[src/rtl/tlp_trace_pkg.sv]
// Shared constants and types for the TLP trace capture filter.
// Assumes the filter word layout: mode in the top bit, value in the low 16.
package tlp_trace_pkg;

    localparam int FILT_W        = 20;
    localparam int FILT_MODE_BIT = 19;
    localparam int SEL_W         = 16;
    localparam int TYPE_W        = 8;
    localparam int KIND_BITS     = 3;
    localparam int DIR_W         = 4;
    localparam int FMT_W         = 4;

    // Packet class codes presented on hdr_kind
    typedef enum logic [1:0] {
        KIND_POSTED    = 2'd0,
        KIND_NONPOSTED = 2'd1,
        KIND_COMPL     = 2'd2,
        KIND_RSVD      = 2'd3
    } tlp_kind_e;

    // Direction code values (meaning depends on record format)
    localparam logic [DIR_W-1:0] DCODE_0 = 4'd0;
    localparam logic [DIR_W-1:0] DCODE_1 = 4'd1;
    localparam logic [DIR_W-1:0] DCODE_2 = 4'd2;
    localparam logic [DIR_W-1:0] DCODE_3 = 4'd3;

    // Record format codes
    localparam logic [FMT_W-1:0] FMT_NARROW = 4'd0;
    localparam logic [FMT_W-1:0] FMT_WIDE   = 4'd1;

    // Registered trace settings after a load
    typedef struct packed {
        logic                 port_mode;
        logic [SEL_W-1:0]     sel;
        logic [KIND_BITS-1:0] kinds;
        logic [1:0]           dcode;
        logic                 wide;
    } trace_cfg_t;

endpackage

[src/rtl/trace_cfg_reg.sv]
// Configuration register and legality checker for the trace filter.
// Captures the settings on cfg_load, judges them once at that edge and
// holds the verdict (armed / cfg_error) until the next load.
// Assumes cfg_load is a single-cycle strobe from the control side.
module trace_cfg_reg
    import tlp_trace_pkg::*;
(
    input  logic              clk,
    input  logic              rst_n,
    input  logic              cfg_load,
    input  logic [FILT_W-1:0] cfg_filter,
    input  logic [TYPE_W-1:0] cfg_type,
    input  logic [DIR_W-1:0]  cfg_dir,
    input  logic [FMT_W-1:0]  cfg_fmt,
    output trace_cfg_t        cfg_q,
    output logic              armed,
    output logic              cfg_error
);

    logic [KIND_BITS-1:0] new_kinds;
    logic                 fmt_ok;
    logic                 is_wide;
    logic                 dir_ok;
    logic                 has_outbound;
    logic                 kinds_none;
    logic                 kinds_multi;
    logic                 legal;
    logic                 unused_cfg_bits;

    assign new_kinds       = cfg_type[KIND_BITS-1:0];
    assign unused_cfg_bits = ^{cfg_filter[FILT_MODE_BIT-1:SEL_W], cfg_type[TYPE_W-1:KIND_BITS]};

    // Judge the incoming settings against the format-dependent rules
    always_comb begin
        fmt_ok       = (cfg_fmt == FMT_NARROW) || (cfg_fmt == FMT_WIDE);
        is_wide      = (cfg_fmt == FMT_WIDE);
        dir_ok       = (cfg_dir <= DCODE_3) && !(is_wide && (cfg_dir == DCODE_0));
        has_outbound = is_wide ? (cfg_dir == DCODE_1) : (cfg_dir != DCODE_0);
        kinds_none   = (new_kinds == '0);
        kinds_multi  = ((new_kinds & (new_kinds - 1'b1)) != '0);
        legal        = fmt_ok && dir_ok && !kinds_none && !(has_outbound && kinds_multi);
    end

    // Register the settings and the verdict on each load
    always_ff @(posedge clk) begin
        if (!rst_n) begin
            cfg_q     <= '0;
            armed     <= 1'b0;
            cfg_error <= 1'b0;
        end else if (cfg_load) begin
            cfg_q.port_mode <= cfg_filter[FILT_MODE_BIT];
            cfg_q.sel       <= cfg_filter[SEL_W-1:0];
            cfg_q.kinds     <= new_kinds;
            cfg_q.dcode     <= cfg_dir[1:0];
            cfg_q.wide      <= is_wide;
            armed           <= legal;
            cfg_error       <= !legal;
        end
    end


    err_sticky_chk: assert property (@(posedge clk) disable iff (!rst_n)
        !cfg_load |=> ($stable(cfg_error) && $stable(armed)));


    load_verdict_chk: assert property (@(posedge clk) disable iff (!rst_n)
        cfg_load |=> (armed != cfg_error));

endmodule

[src/rtl/trace_src_match.sv]
// Source selection: root-port mask or exact requester ID.
// Assumes NUM_PORTS <= 16; ports beyond NUM_PORTS never match.
module trace_src_match
    import tlp_trace_pkg::*;
#(
    parameter int NUM_PORTS = 16,
    parameter int PORT_W    = 4
) (
    input  logic              port_mode,
    input  logic [SEL_W-1:0]  sel,
    input  logic [PORT_W-1:0] port,
    input  logic [SEL_W-1:0]  rid,
    output logic              src_hit
);

    localparam int PAD_N = 1 << PORT_W;

    logic [PAD_N-1:0] port_mask;

    // Build a mask covering every encodable port index
    for (genvar gi = 0; gi < PAD_N; gi++) begin : g_mask
        if (gi < NUM_PORTS && gi < SEL_W) begin : g_live
            assign port_mask[gi] = sel[gi];
        end else begin : g_dead
            assign port_mask[gi] = 1'b0;
        end
    end

    // Pick the test the current mode asks for
    always_comb begin
        if (port_mode) src_hit = port_mask[port];
        else           src_hit = (rid == sel);
    end

endmodule

[src/rtl/trace_dir_match.sv]
// Packet class and direction match for the trace filter.
// Direction code meaning depends on the record format; inbound completions
// are split into class A and class B by cpl_b. cpl_b is ignored otherwise.
module trace_dir_match
    import tlp_trace_pkg::*;
(
    input  logic                 wide,
    input  logic [1:0]           dcode,
    input  logic [KIND_BITS-1:0] kinds,
    input  logic                 outbound,
    input  logic [1:0]           kind,
    input  logic                 cpl_b,
    output logic                 cls_hit,
    output logic                 dir_hit
);

    logic is_cpl;
    logic in_req_or_b;
    logic in_cpl_a;

    // Class test: the mask bit indexed by the packet class
    always_comb begin
        case (kind)
            KIND_POSTED:    cls_hit = kinds[0];
            KIND_NONPOSTED: cls_hit = kinds[1];
            KIND_COMPL:     cls_hit = kinds[2];
            default:        cls_hit = 1'b0;
        endcase
    end

    // Inbound traffic groups used by the mixed and wide codes
    always_comb begin
        is_cpl      = (kind == KIND_COMPL);
        in_req_or_b = !outbound && (!is_cpl || cpl_b);
        in_cpl_a    = !outbound && is_cpl && !cpl_b;
    end

    // Direction test for the active format
    always_comb begin
        case ({wide, dcode})
            3'b000:  dir_hit = !outbound;
            3'b001:  dir_hit = outbound;
            3'b010:  dir_hit = outbound || in_req_or_b;
            3'b011:  dir_hit = outbound || in_cpl_a;
            3'b100:  dir_hit = 1'b0;
            3'b101:  dir_hit = outbound;
            3'b110:  dir_hit = in_req_or_b;
            default: dir_hit = in_cpl_a;
        endcase
    end

endmodule

[src/rtl/tlp_trace_filter.sv]
// TLP trace capture filter top. Combines source, class and direction tests
// against the loaded settings and registers the capture decision together
// with the header, one cycle after hdr_valid.
// Assumes one header per cycle at most and no back-pressure downstream.
module tlp_trace_filter
    import tlp_trace_pkg::*;
#(
    parameter int NUM_PORTS = 16,
    parameter int HDR_W     = 128,
    localparam int PORT_W   = (NUM_PORTS > 1) ? $clog2(NUM_PORTS) : 1
) (
    input  logic              clk,
    input  logic              rst_n,
    input  logic              cfg_load,
    input  logic [FILT_W-1:0] cfg_filter,
    input  logic [TYPE_W-1:0] cfg_type,
    input  logic [DIR_W-1:0]  cfg_dir,
    input  logic [FMT_W-1:0]  cfg_fmt,
    input  logic              hdr_valid,
    input  logic [HDR_W-1:0]  hdr_data,
    input  logic              hdr_outbound,
    input  logic [PORT_W-1:0] hdr_port,
    input  logic [SEL_W-1:0]  hdr_rid,
    input  logic [1:0]        hdr_kind,
    input  logic              hdr_cpl_b,
    output logic              cap_valid,
    output logic [HDR_W-1:0]  cap_data,
    output logic              cfg_error
);

    trace_cfg_t cfg_q;
    logic       armed;
    logic       src_hit;
    logic       cls_hit;
    logic       dir_hit;
    logic       accept;

    trace_cfg_reg u_cfg (
        .clk        (clk),
        .rst_n      (rst_n),
        .cfg_load   (cfg_load),
        .cfg_filter (cfg_filter),
        .cfg_type   (cfg_type),
        .cfg_dir    (cfg_dir),
        .cfg_fmt    (cfg_fmt),
        .cfg_q      (cfg_q),
        .armed      (armed),
        .cfg_error  (cfg_error)
    );

    trace_src_match #(
        .NUM_PORTS (NUM_PORTS),
        .PORT_W    (PORT_W)
    ) u_src (
        .port_mode (cfg_q.port_mode),
        .sel       (cfg_q.sel),
        .port      (hdr_port),
        .rid       (hdr_rid),
        .src_hit   (src_hit)
    );

    trace_dir_match u_dir (
        .wide     (cfg_q.wide),
        .dcode    (cfg_q.dcode),
        .kinds    (cfg_q.kinds),
        .outbound (hdr_outbound),
        .kind     (hdr_kind),
        .cpl_b    (hdr_cpl_b),
        .cls_hit  (cls_hit),
        .dir_hit  (dir_hit)
    );

    // Combine the individual tests with the arm state
    assign accept = hdr_valid && armed && src_hit && cls_hit && dir_hit;

    // Register the decision and hold the last accepted header
    always_ff @(posedge clk) begin
        if (!rst_n) begin
            cap_valid <= 1'b0;
            cap_data  <= '0;
        end else begin
            cap_valid <= accept;
            if (accept) cap_data <= hdr_data;
        end
    end


    no_cap_on_err_chk: assert property (@(posedge clk) disable iff (!rst_n)
        cfg_error |=> !cap_valid);


    no_cap_unarmed_chk: assert property (@(posedge clk) disable iff (!rst_n)
        !armed |=> !cap_valid);


    idle_no_cap_chk: assert property (@(posedge clk) disable iff (!rst_n)
        !hdr_valid |=> !cap_valid);


    data_pass_chk: assert property (@(posedge clk) disable iff (!rst_n)
        cap_valid |-> (cap_data == $past(hdr_data)));


    data_hold_chk: assert property (@(posedge clk) disable iff (!rst_n)
        !cap_valid |-> $stable(cap_data));

endmodule

[config.mk]
export PLATFORM = sky130hd
export DESIGN_NAME = tlp_trace_filter
export DESIGN_NICKNAME = d
export VERILOG_FILES = /design/src/rtl/tlp_trace_pkg.sv /design/src/rtl/trace_cfg_reg.sv /design/src/rtl/trace_src_match.sv /design/src/rtl/trace_dir_match.sv /design/src/rtl/tlp_trace_filter.sv
export SDC_FILE = /design/constraint.sdc
export NUM_CORES = 1
export LEC_CHECK = 0
export ABC_AREA = 1
export BUFFER_PORTS_ARGS = -buffer_cell sky130_fd_sc_hd__buf_2
export CAP_MARGIN = 20
export CORE_ASPECT_RATIO = 1.4
export CORE_MARGIN = 2
export CORE_UTILIZATION = 50
export CTS_BUF_LIST = sky130_fd_sc_hd__clkbuf_2
export DETAILED_ROUTE_END_ITERATION = 7
export PLACE_DENSITY = 0.84
export SKIP_CTS_REPAIR_TIMING = 1
export SLEW_MARGIN = 20
export SYNTH_ARGS = -nofsm -noshare
export SYNTH_HDL_FRONTEND = slang
export SYNTH_SLANG_ARGS = --single-unit
[constraint.sdc]
create_clock -name clk -period 1.89 [get_ports clk]
set_input_delay 0.189 -clock clk [delete_from_list [all_inputs] [get_ports clk]]
set_output_delay 0.189 -clock clk [all_outputs]
set_load 0.03 [all_outputs]
# ---- Yosys cells after proc, flatten, opt, wreduce, memory -nomap -nowiden
# Cells that the tools add are included.
dict set report word_totals {
  reg_bits 154
  input_bits 192
  out_inout_bits 130
  wordCells 62
}
dict set report op_classes {
  n_addsub 1
  n_lt_le_gt_ge 2
  n_eq_ne 11
  n_mux 6
  bitwise 1
  reduce_logical 32
}
# cell count
set ops {}
lappend ops {{$eq 16x16->1} 1}
lappend ops {{$logic_and 1x1->1} 13}
lappend ops {{$eq 3x3->1 const B} 3}
lappend ops {{$eq 4x1->1 const B} 2}
lappend ops {{$logic_not 4->1} 2}
lappend ops {{$logic_not 1->1} 7}
lappend ops {{$eq 3x2->1 const B} 2}
lappend ops {{$logic_not 3->1} 2}
lappend ops {{$pmux 1 s6} 1}
lappend ops {{$lt 4x5->1 const B} 1}
lappend ops {{$bmux 1 s4} 1}
lappend ops {{$le 4x2->1 const B} 1}
lappend ops {{$logic_or 1x1->1} 4}
lappend ops {{$reduce_bool 4->1} 1}
lappend ops {{$and 3x3->3} 1}
lappend ops {{$eq 3x1->1 const B} 1}
lappend ops {{$mux 1} 3}
lappend ops {{$pmux 1 s3} 1}
lappend ops {{$reduce_bool 3->1} 1}
lappend ops {{$sub 3x1->3 const B} 1}
lappend ops {{$eq 2x1->1 const B} 1}
lappend ops {{$eq 2x2->1 const B} 1}
lappend ops {{$logic_not 2->1} 1}
lappend ops {{$reduce_or 2->1} 1}

# ---- Logic depth before layout (Yosys ltp)
dict set report logic_depth {
  depth_word 8
  ltp_mapped 14
  depth_no_buf 12
}

# ---- Modules after synthesis
# Synthesis repeated with hierarchy kept, for this count alone.
dict set report hier_totals {
  cells_unflattened 1075
  hier_area_um2 7241.9
}
# mod n_inst cells_per_inst area_per_inst_um2 seq_area_each_um2
set by_module_without_submodules {}
lappend by_module_without_submodules {tlp_trace_filter 1 833 5735.5 2582.5}
lappend by_module_without_submodules {trace_cfg_reg 1 130 960.9 500.5}
lappend by_module_without_submodules {trace_src_match 1 93 455.4 0.0}
lappend by_module_without_submodules {trace_dir_match 1 19 90.1 0.0}

# ---- Least setup slack after synthesis
# No wires, ideal clock.
dict set report synth_path {
  path_type {register -> register}
  start {register u_cfg.cfg_q[1] (netlist name)}
  end {register cap_data[38]}
  setup_time_ps 110
  t_arrival_ps 1392
  required_ps 1780
  setup_slack_ps 388
  path_stages_with_launch 10
  n_path_buf 2
  period_less_slack_ps 1502
  path_cell_list {dfxtp_1 or2_0 o21ai_1 nor2_1 nor2_1 buf_2 buf_2 nand4_1 nand2_1 nor2_1}
}
dict set report synth_via {
  elab_chain_cells 4
  elab_cells_between_ends 10
  cone_classes {eq/ne (6); mux (1); reduce/logical (3)}
}
# element line_no
set synth_lines {}
lappend synth_lines {{$eq 3x1->1 or $eq 3x3->1 (tied branches)} trace_dir_match.sv:40} ;# case ({wide, dcode})
lappend synth_lines {{$reduce_or 2->1 (no source line)} n/a}
lappend synth_lines {{$pmux 1 s6 *} trace_dir_match.sv:40}
lappend synth_lines {{$logic_and 1x1->1 *} tlp_trace_filter.sv:74} ;# assign accept = hdr_valid && armed && src_hit && cls_hit && dir_hit;
lappend synth_lines {{end signal: assignment} tlp_trace_filter.sv:83} ;# if (accept) cap_data <= hdr_data;
lappend synth_lines {{end: declaration} tlp_trace_filter.sv:27} ;# output logic [HDR_W-1:0] cap_data,
# Every way passes the cells marked *; elsewhere a longest branch is shown, timed or not.
# A chain may end at the register's enable or synchronous reset.

# ---- Worst setup path in the final report
dict set report layout_path {
  start {register u_cfg.cfg_q[13] (netlist name)}
  end {register cap_data[126]}
}
dict set report layout_via {
  elab_chain_cells 6
  elab_cells_between_ends 7
  cone_classes {eq/ne (1); mux (3); reduce/logical (3)}
}
# element line_no
set layout_lines {}
lappend layout_lines {{$bmux 1 s4} trace_src_match.sv:31} ;# if (port_mode) src_hit = port_mask[port];
lappend layout_lines {{$mux 1 (not written as such)} trace_src_match.sv:31}
lappend layout_lines {{$mux 1 *} trace_src_match.sv:31}
lappend layout_lines {{$logic_and 1x1->1 * (3 in series)} tlp_trace_filter.sv:74}
# Every way passes the cells marked *; elsewhere a longest branch is shown, timed or not. The select of a mux whose other input is x is not followed.

==> flow_metrics.env <==
export IMPL_status="finished with violations"
export IMPL_violations="negative setup slack"
export IMPL_nets=2012
export IMPL_fillers=958
export IMPL_gp_congestion=0.845
export IMPL_final_setup_viol_count=40
export IMPL_ys_types=20
export IMPL_start_kind="flip-flop"
export IMPL_slowest_delay_ps=430
export IMPL_clkTransAtPathRegs_ps=260
export IMPL_antenna_found_initial=1
export IMPL_syn_avg_cell_area_sq_um=5.99
export IMPL_final_layout_size_suffix_gt1_share_pct=22.9
export IMPL_die_w_um=112
export IMPL_reg2reg_depth=12
export IMPL_cap_violations=0
export IMPL_synth_area_leaders="dfxtp_1, inv_1, nand2_1"
export IMPL_htreeDepth=4
export IMPL_fin_skew_ps=46.1
export IMPL_grt_pass1_wl_mm=35.5
export IMPL_arrival_ps=2640
export IMPL_hold_slack_ps=196
export IMPL_power_density_nw_per_um2=558
export IMPL_finalWirelength_mm=31.5
export IMPL_timing_rr_end="cap_data[126]"
export IMPL_power_leakage_nw=6.89
export IMPL_period_minus_slack_ps=1980
export IMPL_vias=10500
export IMPL_crit_buf_inv=2
export IMPL_r2r_start="u_cfg.cfg_q[13]"
export IMPL_viasPerCell=5.15
export IMPL_design_die_area_sq_um=17300
export IMPL_rows=55
export IMPL_grt_pass1_vias=7877
export IMPL_grt_max_degree=84
export IMPL_slew_headroom_pct=68.3
export IMPL_hold_class="primary input to flip-flop"
export IMPL_grt_total_usage_pct=24.6
export IMPL_yosysMostFrequentCell="inv_1"
export IMPL_cpLargestDelayFamily="simple AND/OR/NAND/NOR gates"
export IMPL_crit_type="flip-flop to flip-flop"
export IMPL_ys_warn_count=0
export IMPL_globalRouteOverflowTotal=0
export IMPL_io_pins=322
export IMPL_cp_required_ps=2550
export IMPL_cts_root_buf="clkbuf_2"
export IMPL_core_area_sq_um=16000
export IMPL_crit_path_frequent_cell="nand2_1"
export IMPL_ant_nets=0
export IMPL_syn_num_nets=1550
export IMPL_fmax_mhz=505
export IMPL_cts_made_buffers=17
export IMPL_tightest_slew_ps=476
export IMPL_yosys_area_top_type_share_pct=37.9
export IMPL_ir_worst_vdd_v=0.000599
export IMPL_hp_start="hdr_port[3]"
export IMPL_setup_reg_to_reg_worst_slack_ps=-90
export IMPL_hold_violations=0
export IMPL_holdPathEnd="cap_data[104]"
export IMPL_setup_tns_ps=-1150
export IMPL_min_period_over_period_pct=105
export IMPL_min_path_cells=8
export IMPL_start_util_pct=50.7
export IMPL_syn_area_sq_um=8130
export IMPL_async_flop_share_pct=0
export IMPL_clock_path_buffers=2
export IMPL_clk_latency_ps=740
export IMPL_synth_cells=1358
export IMPL_ys_flop_type="dfxtp_1"
export IMPL_crit_fanout=52
export IMPL_die_y_um=155
export IMPL_yosys_top_cells_count="inv_1, nand2_1, nor2_1"
export IMPL_cts_sinks=154
export IMPL_end_kind="flip-flop"
export IMPL_drt_pass1_iter_count=6
export IMPL_hpwl_mm=15.1
export IMPL_wire_per_inst_um=15.5
export IMPL_drc=0
export IMPL_synth_top_area_cell="dfxtp_1"
export IMPL_drtIter0Drc=1083
export IMPL_cts_tree="done"
export IMPL_crit_chain="inv_2 > nand2_1 > nand2_1 > nor2_1 > nand2_1 > nor2_2 > nand2_1 > nand2_4 > buf_12 > nand4_1 > nand2_1 > nor2_1"
export IMPL_area_delta_synth_final_pct=49.4
export IMPL_rsz0062_at_grt="yes"
export IMPL_setup_slack_ps=-89.6
export IMPL_port_buffers=313
export IMPL_cp_slowest_cell="dfxtp_2"
export IMPL_synth_edf_count=0
export IMPL_ys_seq_area_share_pct=37.9
export IMPL_ys_seq_elements=154
export IMPL_drv_slew=0
==> layout make-up <==
cell class	count	area (sq um)	share of cell area, %
clock buffers	17	85.1	0.701
well taps	199	249	2.05
repair buffers	521	3810	31.4
inverters	429	1610	13.3
diodes	1	2.50	0.0206
flip-flops and latches	154	3090	25.5
clock inverters	15	221	1.82
multi-input cells	697	3070	25.3
==> metal layers <==
layer | GRT usage [%] | vias up | part of all wire [%]
met5 | 0 | - | 0
met4 | 12.4 | 0 | 6.8
met3 | 6.08 | 226 | 9.1
met2 | 43.0 | 741 | 51
met1 | 28.0 | 4636 | 33
li1 | - | 4860 | -
==> cells by family (layout without fill, tap and decap cells) <==
| family | Yosys count | in the layout | synth area share [%] |
|---|---|---|---|
| buf+inv | 507 | 982 | 24.7 |
| flops | 154 | 154 | 37.9 |
| simple gates | 645 | 645 | 34.1 |
| other cells | 0 | 1 | 0 |
| compound gates | 52 | 52 | 3.25 |
==> worst max path at each step <==
stage	from	endpoint	slack (ps)	cells after the start
2_1_floorplan	u_cfg.cfg_q[1]	cap_data[38]	390	9
3_3_place_gp	u_cfg.cfg_q[1]	cap_data[0]	170	9
3_5_place_dp	hdr_kind[1]	cap_data[39]	120	11
4_1_cts	u_cfg.cfg_q[1]	cap_data[13]	100	9
5_1_grt	u_cfg.cfg_q[13]	cap_data[117]	-170	13
6_report	u_cfg.cfg_q[13]	cap_data[126]	-90	12
==> through the flow <==
step / area (sq um) / setup WS [ps] / utilization, % / power, W / cells
finish: 12100 / -89.6 / 75.7 / 0.00678 / 2033
detailed placement: 9900 / 121 / 61.7 / 0.00410 / 1814
floorplan: 8130 / 388 / - / 0.00378 / 1358
global placement: 9900 / 167 / 61.7 / 0.00408 / 1814
CTS: 10200 / 102 / 63.7 / 0.00636 / 1846
global route: 12100 / -175 / 75.7 / 0.00699 / 2033
==> sequential cells by signal, summed over array words and instances, names as in the netlist <==
| name | count |
|---|---|
| u_cfg.armed | 1 |
| cap_data | 128 |
| cap_valid | 1 |
| u_cfg.cfg_error | 1 |
| u_cfg.cfg_q | 23 |
==> cells in the final DEF (no fill, tap or decap), types with 2 or more instances in the layout <==
master,instances
inv_1,393
nand2_1,326
buf_2,312
dlygate4sd3_1,180
nor2_1,165
dfxtp_1,146
nand4_1,128
inv_2,35
o21ai_0,28
a21oi_1,22
nand3_1,17
clkbuf_2,17
buf_4,12
buf_12,12
dfxtp_2,8
bufinv_16,5
clkinv_1,3
clkinv_4,3
clkbuf_16,3
nand2_4,2
nor3_1,2
inv_6,2
==> where the power goes <==
part / switching (W) / internal (W) / leakage [nW]
Sequential: 0.0000329 / 0.00330 / 1.25
Combinational: 0.000569 / 0.000573 / 5.46
Clock: 0.00130 / 0.00101 / 0.177
==> worst reg2reg max path, stage by stage, from the launching register on <==
cell and delay, ps:
dfxtp_2 430, inv_2 60, nand2_1 90, nand2_1 80
nor2_1 120, nand2_1 90, nor2_2 140, nand2_1 100
nand2_4 120, buf_12 250, nand4_1 230, nand2_1 130
nor2_1 60
Power figures use the tool's default switching activity.
